`config.mk`:
```
export PLATFORM = sky130hd
export DESIGN_NAME = irq_pend_bank
export DESIGN_NICKNAME = d
export VERILOG_FILES = /design/src/rtl/pend_pkg.sv /design/src/rtl/pend_word.sv /design/src/rtl/pend_ctrl.sv /design/src/rtl/irq_pend_bank.sv
export SDC_FILE = /design/constraint.sdc
export NUM_CORES = 2
export LEC_CHECK = 0
export BUFFER_PORTS_ARGS = -buffer_cell sky130_fd_sc_hd__buf_4
export CAP_MARGIN = 0
export CORE_MARGIN = 10
export CORE_UTILIZATION = 35
export DETAILED_ROUTE_END_ITERATION = 8
export HOLD_SLACK_MARGIN = 0.1
export PLACE_DENSITY_LB_ADDON = 0.12
export REMOVE_ABC_BUFFERS = 1
export SLEW_MARGIN = 20
export SYNTH_ARGS = -nofsm -noshare
export SYNTH_HDL_FRONTEND = slang
export SYNTH_HIERARCHICAL = 1
export SYNTH_SLANG_ARGS = --single-unit
```
`constraint.sdc`:
```
create_clock -name clk -period 3.3 [get_ports clk]
set_input_delay 0.165 -clock clk [delete_from_list [all_inputs] [get_ports clk]]
set_output_delay 0.165 -clock clk [all_outputs]
set_load 0.005 [all_outputs]
```
`src/rtl/pend_pkg.sv`:
```
package pend_pkg;
  typedef enum logic [1:0] {
    RG_CTRL = 2'd0,
    RG_SETP = 2'd1,
    RG_CLRP = 2'd2,
    RG_LINE = 2'd3
  } region_e;

  localparam int unsigned STAT_W   = 2;
  localparam int unsigned ST_BUSY  = 0;
  localparam int unsigned ST_BADC  = 1;
  localparam int unsigned MIN_IRQ  = 64;
  localparam int unsigned NUM_SGI  = 16;
  localparam int unsigned WORD_W   = 32;
endpackage

```
`src/rtl/pend_word.sv`:
```
module pend_word #(
  parameter int unsigned BITS = 32
) (
  input  logic            clk,
  input  logic            rst_n,
  input  logic [BITS-1:0] line_in,
  input  logic [BITS-1:0] edge_mode,
  input  logic [BITS-1:0] activate,
  input  logic [BITS-1:0] set_bits,
  input  logic [BITS-1:0] clr_bits,
  input  logic            load_en,
  input  logic [BITS-1:0] load_val,
  input  logic            lvl_en,
  input  logic [BITS-1:0] lvl_val,
  input  logic [BITS-1:0] lvl_mask,
  output logic [BITS-1:0] latch_q,
  output logic [BITS-1:0] level_q,
  output logic [BITS-1:0] view
);
  logic [BITS-1:0] prev_q, rise, set_ev, clr_ev, base, changed, lvl_keep;

  always_comb begin
    rise     = line_in & ~prev_q;
    set_ev   = (rise & edge_mode) | set_bits;
    clr_ev   = activate | clr_bits;
    base     = load_en ? load_val : latch_q;
    changed  = line_in ^ prev_q;
    lvl_keep = lvl_en ? ((lvl_mask & lvl_val) | (~lvl_mask & level_q)) : level_q;
    view     = latch_q | (~edge_mode & level_q);
  end

  // set has priority over clear; a raw load is applied before both
  always_ff @(posedge clk) begin
    if (!rst_n) begin
      latch_q <= '0;
      level_q <= '0;
      prev_q  <= '0;
    end else begin
      latch_q <= set_ev | (base & ~clr_ev);
      level_q <= (changed & line_in) | (~changed & lvl_keep);
      prev_q  <= line_in;
    end
  end
endmodule

```
`src/rtl/pend_ctrl.sv`:
```
module pend_ctrl import pend_pkg::*; #(
  parameter  int unsigned NIRQ = 128,
  localparam int unsigned CW   = $clog2(NIRQ + 1)
) (
  input  logic              clk,
  input  logic              rst_n,
  input  logic              st_w1c,
  input  logic [STAT_W-1:0] st_w1c_val,
  input  logic              st_load,
  input  logic [STAT_W-1:0] st_load_val,
  input  logic              ev_busy,
  input  logic              cnt_wr,
  input  logic [31:0]       cnt_val,
  output logic              cnt_bad,
  output logic [STAT_W-1:0] status_q,
  output logic [CW-1:0]     count_q
);
  logic              cnt_ok;
  logic [STAT_W-1:0] st_n, ev;

  assign cnt_ok  = (cnt_val >= 32'(MIN_IRQ)) && (cnt_val <= 32'(NIRQ)) && (cnt_val[4:0] == 5'd0);
  assign cnt_bad = cnt_wr && !cnt_ok;

  always_comb begin
    ev          = '0;
    ev[ST_BUSY] = ev_busy;
    ev[ST_BADC] = cnt_bad;
    st_n        = status_q;
    if (st_w1c)  st_n = st_n & ~st_w1c_val;
    if (st_load) st_n = st_load_val;
    st_n = st_n | ev;
  end

  always_ff @(posedge clk) begin
    if (!rst_n) begin
      status_q <= '0;
      count_q  <= CW'(NIRQ);
    end else begin
      status_q <= st_n;
      if (cnt_wr && cnt_ok) count_q <= cnt_val[CW-1:0];
    end
  end
endmodule

```
`src/rtl/irq_pend_bank.sv`:
```
module irq_pend_bank import pend_pkg::*; #(
  parameter  int unsigned NIRQ = 128,
  localparam int unsigned W    = NIRQ / WORD_W,
  localparam int unsigned WB   = $clog2(W),
  localparam int unsigned AW   = WB + 2,
  localparam int unsigned CW   = $clog2(NIRQ + 1)
) (
  input  logic            clk,
  input  logic            rst_n,
  input  logic [NIRQ-1:0] irq_line,
  input  logic [NIRQ-1:0] irq_edge,
  input  logic [NIRQ-1:0] irq_act,
  input  logic            cpu_running,
  input  logic            g_req,
  input  logic            g_we,
  input  logic [AW-1:0]   g_addr,
  input  logic [31:0]     g_wdata,
  output logic            g_ack,
  output logic [31:0]     g_rdata,
  input  logic            s_req,
  input  logic            s_we,
  input  logic [AW-1:0]   s_addr,
  input  logic [31:0]     s_wdata,
  output logic            s_ack,
  output logic            s_err,
  output logic [31:0]     s_rdata
);
  region_e           g_reg, s_reg;
  logic [WB-1:0]     g_idx, s_idx;
  logic              s_ok, g_wr, s_wr;
  logic [31:0]       latch_w [W];
  logic [31:0]       level_w [W];
  logic [31:0]       view_w  [W];
  logic [31:0]       mask_w  [W];
  logic [NIRQ-1:0]   latch_all;
  logic [STAT_W-1:0] status_q;
  logic [CW-1:0]     count_q;
  logic              cnt_bad;
  logic [31:0]       g_rd, s_rd;

  assign g_reg = region_e'(g_addr[AW-1 -: 2]);
  assign s_reg = region_e'(s_addr[AW-1 -: 2]);
  assign g_idx = g_addr[WB-1:0];
  assign s_idx = s_addr[WB-1:0];
  assign s_ok  = s_req && !cpu_running;
  assign g_wr  = g_req && g_we;
  assign s_wr  = s_ok && s_we;

  for (genvar w = 0; w < W; w++) begin : g_word
    logic g_hit, s_hit;
    assign g_hit = (g_idx == WB'(w));
    assign s_hit = (s_idx == WB'(w));
    assign latch_all[WORD_W*w +: WORD_W] = latch_w[w];

    pend_word #(.BITS(WORD_W)) u_word (
      .clk       (clk),
      .rst_n     (rst_n),
      .line_in   (irq_line[WORD_W*w +: WORD_W]),
      .edge_mode (irq_edge[WORD_W*w +: WORD_W]),
      .activate  (irq_act[WORD_W*w +: WORD_W]),
      .set_bits  ((g_wr && g_hit && g_reg == RG_SETP) ? g_wdata : 32'd0),
      .clr_bits  ((g_wr && g_hit && g_reg == RG_CLRP) ? g_wdata : 32'd0),
      .load_en   (s_wr && s_hit && s_reg == RG_SETP),
      .load_val  (s_wdata),
      .lvl_en    (s_wr && s_hit && s_reg == RG_LINE),
      .lvl_val   (s_wdata),
      .lvl_mask  (mask_w[w]),
      .latch_q   (latch_w[w]),
      .level_q   (level_w[w]),
      .view      (view_w[w])
    );

    for (genvar b = 0; b < WORD_W; b++) begin : g_bit
      if (WORD_W * w + b < NUM_SGI) begin : g_sgi
        assign mask_w[w][b] = 1'b0;
      end else begin : g_spi
        assign mask_w[w][b] = (CW'(WORD_W * w + b) < count_q);
      end
    end
  end

  pend_ctrl #(.NIRQ(NIRQ)) u_ctrl (
    .clk         (clk),
    .rst_n       (rst_n),
    .st_w1c      (g_wr && g_reg == RG_CTRL && g_idx == WB'(0)),
    .st_w1c_val  (g_wdata[STAT_W-1:0]),
    .st_load     (s_wr && s_reg == RG_CTRL && s_idx == WB'(0)),
    .st_load_val (s_wdata[STAT_W-1:0]),
    .ev_busy     (s_req && cpu_running),
    .cnt_wr      (s_wr && s_reg == RG_CTRL && s_idx == WB'(1)),
    .cnt_val     (s_wdata),
    .cnt_bad     (cnt_bad),
    .status_q    (status_q),
    .count_q     (count_q)
  );

  always_comb begin
    g_rd = '0;
    s_rd = '0;
    for (int w = 0; w < W; w++) begin
      if (g_idx == WB'(w) && (g_reg == RG_SETP || g_reg == RG_CLRP)) g_rd = view_w[w];
      if (s_idx == WB'(w)) begin
        if (s_reg == RG_SETP)      s_rd = latch_w[w];
        else if (s_reg == RG_LINE) s_rd = level_w[w] & mask_w[w];
      end
    end
    if (g_reg == RG_CTRL) begin
      if (g_idx == WB'(0))      g_rd = 32'(status_q);
      else if (g_idx == WB'(1)) g_rd = 32'(count_q);
    end
    if (s_reg == RG_CTRL) begin
      if (s_idx == WB'(0))      s_rd = 32'(status_q);
      else if (s_idx == WB'(1)) s_rd = 32'(count_q);
    end
  end

  always_ff @(posedge clk) begin
    if (!rst_n) begin
      g_ack   <= 1'b0;
      g_rdata <= '0;
      s_ack   <= 1'b0;
      s_err   <= 1'b0;
      s_rdata <= '0;
    end else begin
      g_ack   <= g_req;
      g_rdata <= (g_req && !g_we) ? g_rd : 32'd0;
      s_ack   <= s_req;
      s_err   <= s_req && (cpu_running || cnt_bad);
      s_rdata <= (s_ok && !s_we) ? s_rd : 32'd0;
    end
  end
endmodule

```
-- Yosys cells after proc, flatten, opt, wreduce, memory -nomap -nowiden
Cells that the tools add are included.
Widths: inputs -> output; s select.
- register bits after elaboration: 461
- input bits: 463
- output and inout bits: 67
- word-level logic and storage cells: 327
- magnitude comparators: 114
- equality and inequality tests: 10
- multiplexer cells: 40
- bitwise gates (word level): 87
- reduce and logical (&&, ||, !) cells: 57
- operators with widths (operator ; number):
    $mux 32 ; 38
    $and 32x32->32 ; 36
    $or 32x32->32 ; 24
    $not 32->32 ; 20
    $lt 7x8->1 const A ; 64
    $lt 6x8->1 const A ; 32
    $lt 5x8->1 const A ; 16
    $xor 32x32->32 ; 4
    $logic_and 1x1->1 ; 44
    $ge 32x7->1 const B ; 1
    $le 32x8->1 const B ; 1
    $eq 2x2->1 const B ; 6
    $eq 2x1->1 const B ; 4
    $logic_not 2->1 ; 4
    $logic_not 5->1 ; 1
    $logic_not 1->1 ; 4
    $mux 2 ; 2
    $reduce_and 2->1 ; 2
    $and 2x2->2 ; 1
    $logic_or 1x1->1 ; 2
    $not 2->2 ; 1
    $or 2x2->2 ; 1

-- Depth between registers and ports, before layout
- depth in word-level cells: 17
- gate-level depth with buffers: 9
- depth with buffers taken out: 8

-- Hierarchy
Netlist, hierarchy kept.
- by module, submodules not included (module ; times used ; cells each ; area an instance (um^2)):
    pend_word ; 4 ; 537 ; 4989.8
    irq_pend_bank ; 1 ; 1147 ; 8057.7
    pend_ctrl ; 1 ; 54 ; 462.9

-- Least setup slack after synthesis
No wires, ideal clock.
- path type: input to register
- start: input port s_addr[0]
- end: register g_word[0].u_word.latch_q[0]
- library setup time: 0.125 ns
- data arrival time: 1.805 ns
- setup slack: 1.370 ns
- stages on the path: 9
- path buffers: 6
- path through: buf_4 buf_4 buf_4 buf_4 nor4_1 buf_2 buf_2 mux2i_1 o22ai_2
- word-level cells in the longest chain between the ends: 6
- ends and longest elaborated chain (what ; line ; source):
    from (decl) ; irq_pend_bank.sv:22 ; input logic [AW-1:0] s_addr,
    $logic_not 2->1 ; irq_pend_bank.sv:52 ; assign s_hit = (s_idx == WB'(w));
    $logic_and 1x1->1 (2 in a row) ; irq_pend_bank.sv:63 ; .load_en (s_wr && s_hit && s_reg == RG_SETP),
    $mux 32 ; pend_word.sv:26 ; base = load_en ? load_val : latch_q;
    $and 32x32->32 ; pend_word.sv:39 ; latch_q <= set_ev | (base & ~clr_ev);
    $or 32x32->32 ; pend_word.sv:39 ;
    to (signal assigned) ; pend_word.sv:39 ;
    to (decl) ; pend_word.sv:16 ; output logic [BITS-1:0] latch_q,
No other way between the ends.
A chain may end at the register's enable or synchronous reset.

-- Final worst setup path
- start: input port g_req
- end: register g_word[0].u_word.latch_q[27]
- word-level cells in the longest chain between the ends: 8
- ends and longest elaborated chain (what ; line ; source):
    from (decl) ; irq_pend_bank.sv:14 ; input logic g_req,
    $logic_and 1x1->1 * ; irq_pend_bank.sv:46 ; assign g_wr = g_req && g_we;
    $logic_and 1x1->1 * ; irq_pend_bank.sv:61, irq_pend_bank.sv:62 ;
    $logic_and 1x1->1 ; irq_pend_bank.sv:62 ; .clr_bits ((g_wr && g_hit && g_reg == RG_CLRP) ? g_wdata : 32'd0),
    $mux 32 ; irq_pend_bank.sv:62 ;
    $or 32x32->32 ; pend_word.sv:25 ; clr_ev = activate | clr_bits;
    $not 32->32 ; pend_word.sv:39 ;
    $and 32x32->32 ; pend_word.sv:39 ;
    $or 32x32->32 * ; pend_word.sv:39 ;
Mark *: on every way between the ends. The rest lies on a longest branch, timed or not.

==> metrics.txt <==
global-route wire length before repair 221 mm; FF+latch count, synth 461; first-pass iteration count of the detailed router 6; R2R setup slack 0.69 ns; final critical path time including I/O delays and setup 3.19 ns; part of the Yosys area used for sequential elements 0.324; hold worst-path end g_rdata[31]; pin count of the biggest net entering global routing 162; Final HPWL DP 107 mm; Worst slew margin 0.312; post-synth cell types 90; DRC violations left 0; mean area per synthesized cell 8.50 um2; DR vias 31025; count of final max-slew check failures 0; Layout Cells excl Fill 5570; maximum net fanout on the critical path 25; First DRT Iteration DRCs 2984; number of maximum-capacitance violations 0; cell count after placement 4869; Final Util 0.520; maximum buffer depth of the clock tree 3; power per unit of standard cell area 382 mW/mm2; CTS sink cnt 461; YS warnings 6; data required time of the critical path 3.87 ns; Setup violations, final 0; routability cong. 0.898; number of antenna violations at the first check in global routing 30; result of the run finished, final reports clean; number of cells on the worst hold path 5; RSZ-0062 raised after global routing false; initial core utilization 0.354; capturing element type of the critical path flip-flop; total standard cell area after synthesis 0.0285 mm2; proportion of synthesized flip-flops having asynchronous set or reset 0; Clock Skew 0.0139 ns; Post-DRT Antenna Nets 0; Die Footprint 0.0932 mm2; die width 305 um; num ports 530; Min-Delay Path Class in2reg; count of flip-flops with a built-in enable after synthesis 0; leading register cell type out of synthesis sky130_fd_sc_hd__dfxtp_1; htree depth 2; vias in the first global route 31349; Clock Latency Late Sink 0.63 ns; synth-to-layout area growth 47.1%; total wirelength of the detailed-routed design 155 mm; clock tree root buffer cell sky130_fd_sc_hd__clkbuf_16; leakage power figure 18.1 nW; Num CTS Buffers 57; endpoints failing hold 0; global routing usage summed across all routing layers 0.317; share of post-route cells with drive strength above 1 0.223; worst ir drop on vdd 368 uV; fraction of the cycle the final worst path needs 0.967; standard-cell rows 104; clock transition at the registers of the reported paths 0.06 ns; total gr overflow 0; Wirelength per Cell 27.8 um; Floorplan Core Area 0.0805 mm2; clock tree from TritonCTS yes; CP arrival 3.76 ns; worst slew pin tran 1.03 ns; worst hold path startpoint irq_edge[63]; kind of start point of the critical path input pin; FF-to-FF Start u_ctrl/count_q[5]; cells on worst reg2reg path 6; number of cells produced by synthesis 3349; floorplan die height 305 um; layout net count 5051; Crit Path Class in2reg; endpoint of the most critical register-to-register path s_rdata[4]; # port buffers 529; Via density 5.57; Achievable Freq 0.313 GHz
worst max path at each step:
stage,startpoint,end,depth (start not counted)
6_report,g_req,g_word[0].u_word/latch_q[27],10
5_1_grt,g_req,g_word[0].u_word/latch_q[27],10
4_1_cts,g_req,g_word[0].u_word/latch_q[28],10
3_5_place_dp,u_ctrl/count_q[6],s_rdata[2],5
3_3_place_gp,u_ctrl/count_q[6],s_rdata[2],5
2_1_floorplan,cpu_running,g_word[0].u_word/latch_q[0],4
area by class of cell:
type | instances | area (um2)
Tap cell | 1060 | 1330
Clock inverter | 14 | 226
Multi-Input combinational cell | 2429 | 17400
Fill cell | 7824 | 38600
Sequential cell | 461 | 9230
Clock buffer | 86 | 1700
Inverter | 280 | 1050
Antenna cell | 12 | 30.0
Timing Repair Buffer | 1228 | 10900
per-stage QoR:
stage	hold slack (ns)	power, mW	setup WS (ns)	instance area (um2)	setup TNS, ns
global placement	0.388	8.78	0.729	34000	0
floorplan	0.282	7.41	-2.27	27600	-175.73
finish	0.130	16.0	0.109	41900	0
global route	0.153	16.6	0.0555	41900	0
detailed placement	0.391	8.79	0.698	34000	0
CTS	0.102	16.0	0.246	41900	0
placed cells by master, fill, tap and decap left out, types with 7 or more instances in the layout:
cell type / Yosys / layout
sky130_fd_sc_hd__conb_1: 1 / 32
sky130_fd_sc_hd__dfxtp_1: 461 / 460
sky130_fd_sc_hd__nor2_1: 81 / 68
sky130_fd_sc_hd__nor3_1: 14 / 10
sky130_fd_sc_hd__nand2b_1: 12 / 10
sky130_fd_sc_hd__a21oi_1: 186 / 185
sky130_fd_sc_hd__nor2b_1: 23 / 20
sky130_fd_sc_hd__o21bai_1: 14 / 14
sky130_fd_sc_hd__o21ai_1: 26 / 26
sky130_fd_sc_hd__a21bo_2: 128 / 128
sky130_fd_sc_hd__a21o_1: 149 / 149
sky130_fd_sc_hd__and3_1: 14 / 14
sky130_fd_sc_hd__a22oi_1: 10 / 10
sky130_fd_sc_hd__ha_1: 131 / 131
sky130_fd_sc_hd__and2_1: 390 / 390
sky130_fd_sc_hd__nand2_1: 85 / 85
sky130_fd_sc_hd__clkbuf_1: 86 / 13
sky130_fd_sc_hd__or3b_1: 116 / 116
sky130_fd_sc_hd__inv_1: 278 / 274
sky130_fd_sc_hd__o21ai_0: 204 / 204
sky130_fd_sc_hd__a41oi_1: 8 / 8
sky130_fd_sc_hd__clkinv_2: 0 / 7
sky130_fd_sc_hd__mux4_2: 15 / 15
sky130_fd_sc_hd__a32oi_1: 12 / 12
sky130_fd_sc_hd__clkbuf_16: 0 / 57
sky130_fd_sc_hd__nand3_1: 173 / 173
sky130_fd_sc_hd__or3b_2: 12 / 12
sky130_fd_sc_hd__a31oi_1: 159 / 159
sky130_fd_sc_hd__buf_4: 29 / 622
sky130_fd_sc_hd__buf_12: 0 / 16
sky130_fd_sc_hd__nor2_4: 0 / 12
sky130_fd_sc_hd__mux2i_1: 140 / 140
sky130_fd_sc_hd__diode_2: 0 / 12
sky130_fd_sc_hd__o22ai_1: 121 / 121
sky130_fd_sc_hd__mux2_2: 26 / 26
sky130_fd_sc_hd__a32o_1: 8 / 8
sky130_fd_sc_hd__dlygate4sd3_1: 0 / 589
sky130_fd_sc_hd__o22ai_2: 36 / 36
sky130_fd_sc_hd__clkbuf_8: 0 / 16
cell usage after synthesis (14+ instances only):
cell type	number	area, um2
sky130_fd_sc_hd__o22ai_2	36	450
sky130_fd_sc_hd__dfxtp_1	461	9230
sky130_fd_sc_hd__nand2_1	85	319
sky130_fd_sc_hd__nor2b_1	23	144
sky130_fd_sc_hd__o22ai_1	121	757
sky130_fd_sc_hd__clkbuf_1	86	323
sky130_fd_sc_hd__nor2_1	81	304
sky130_fd_sc_hd__buf_4	29	218
sky130_fd_sc_hd__mux2_2	26	293
sky130_fd_sc_hd__a31oi_1	159	995
sky130_fd_sc_hd__o21ai_0	204	1020
sky130_fd_sc_hd__o21bai_1	14	105
sky130_fd_sc_hd__mux4_2	15	338
sky130_fd_sc_hd__a21o_1	149	1120
sky130_fd_sc_hd__o21ai_1	26	130
sky130_fd_sc_hd__mux2i_1	140	1400
sky130_fd_sc_hd__nor3_1	14	70.1
sky130_fd_sc_hd__inv_1	278	1040
sky130_fd_sc_hd__buf_2	89	445
sky130_fd_sc_hd__or3b_1	116	1020
sky130_fd_sc_hd__and2_1	390	2440
sky130_fd_sc_hd__nand3_1	173	866
sky130_fd_sc_hd__a21oi_1	186	931
sky130_fd_sc_hd__ha_1	131	1640
sky130_fd_sc_hd__a21bo_2	128	1280
sky130_fd_sc_hd__and3_1	14	87.6
routing by layer:
metal	routed length, um	vias up	GRT usage
li1	-	14198	-
met1	64300	15007	0.410
met2	71400	1487	0.523
met3	13200	311	0.0608
met4	5620	22	0.104
met5	144	-	0
critical path: stages:
cell,delay (ns)
sky130_fd_sc_hd__dlygate4sd3_1,0.58
sky130_fd_sc_hd__buf_4,0.14
sky130_fd_sc_hd__nand3_1,0.34
sky130_fd_sc_hd__nor3_2,0.33
sky130_fd_sc_hd__buf_4,0.65
sky130_fd_sc_hd__and2_1,0.22
sky130_fd_sc_hd__a21oi_1,0.04
sky130_fd_sc_hd__dlygate4sd3_1,0.55
sky130_fd_sc_hd__o22ai_1,0.16
sky130_fd_sc_hd__dlygate4sd3_1,0.57
power by group:
part | total, mW | switching (mW) | internal [mW]
Clock | 6.69 | 2.72 | 3.97
Combinational | 3.18 | 1.46 | 1.71
Sequential | 6.15 | 0.239 | 5.91
Total | 16.0 | 4.41 | 11.6
cells by family after synthesis:
family / synth area share
other cells: 0.000132
mux: 0.0713
buf+inv: 0.0734
fa+ha+maj: 0.0576
flops: 0.324
compound gates: 0.270
simple gates: 0.204
what timing repair did:
action / in CTS / in global routing
hold buffers: 589 / 0
hold endpoints to repair: 418 / 0
setup buffers: 0 / 0
resized for setup: 0 / 0
(Power assumes the default switching activity.)
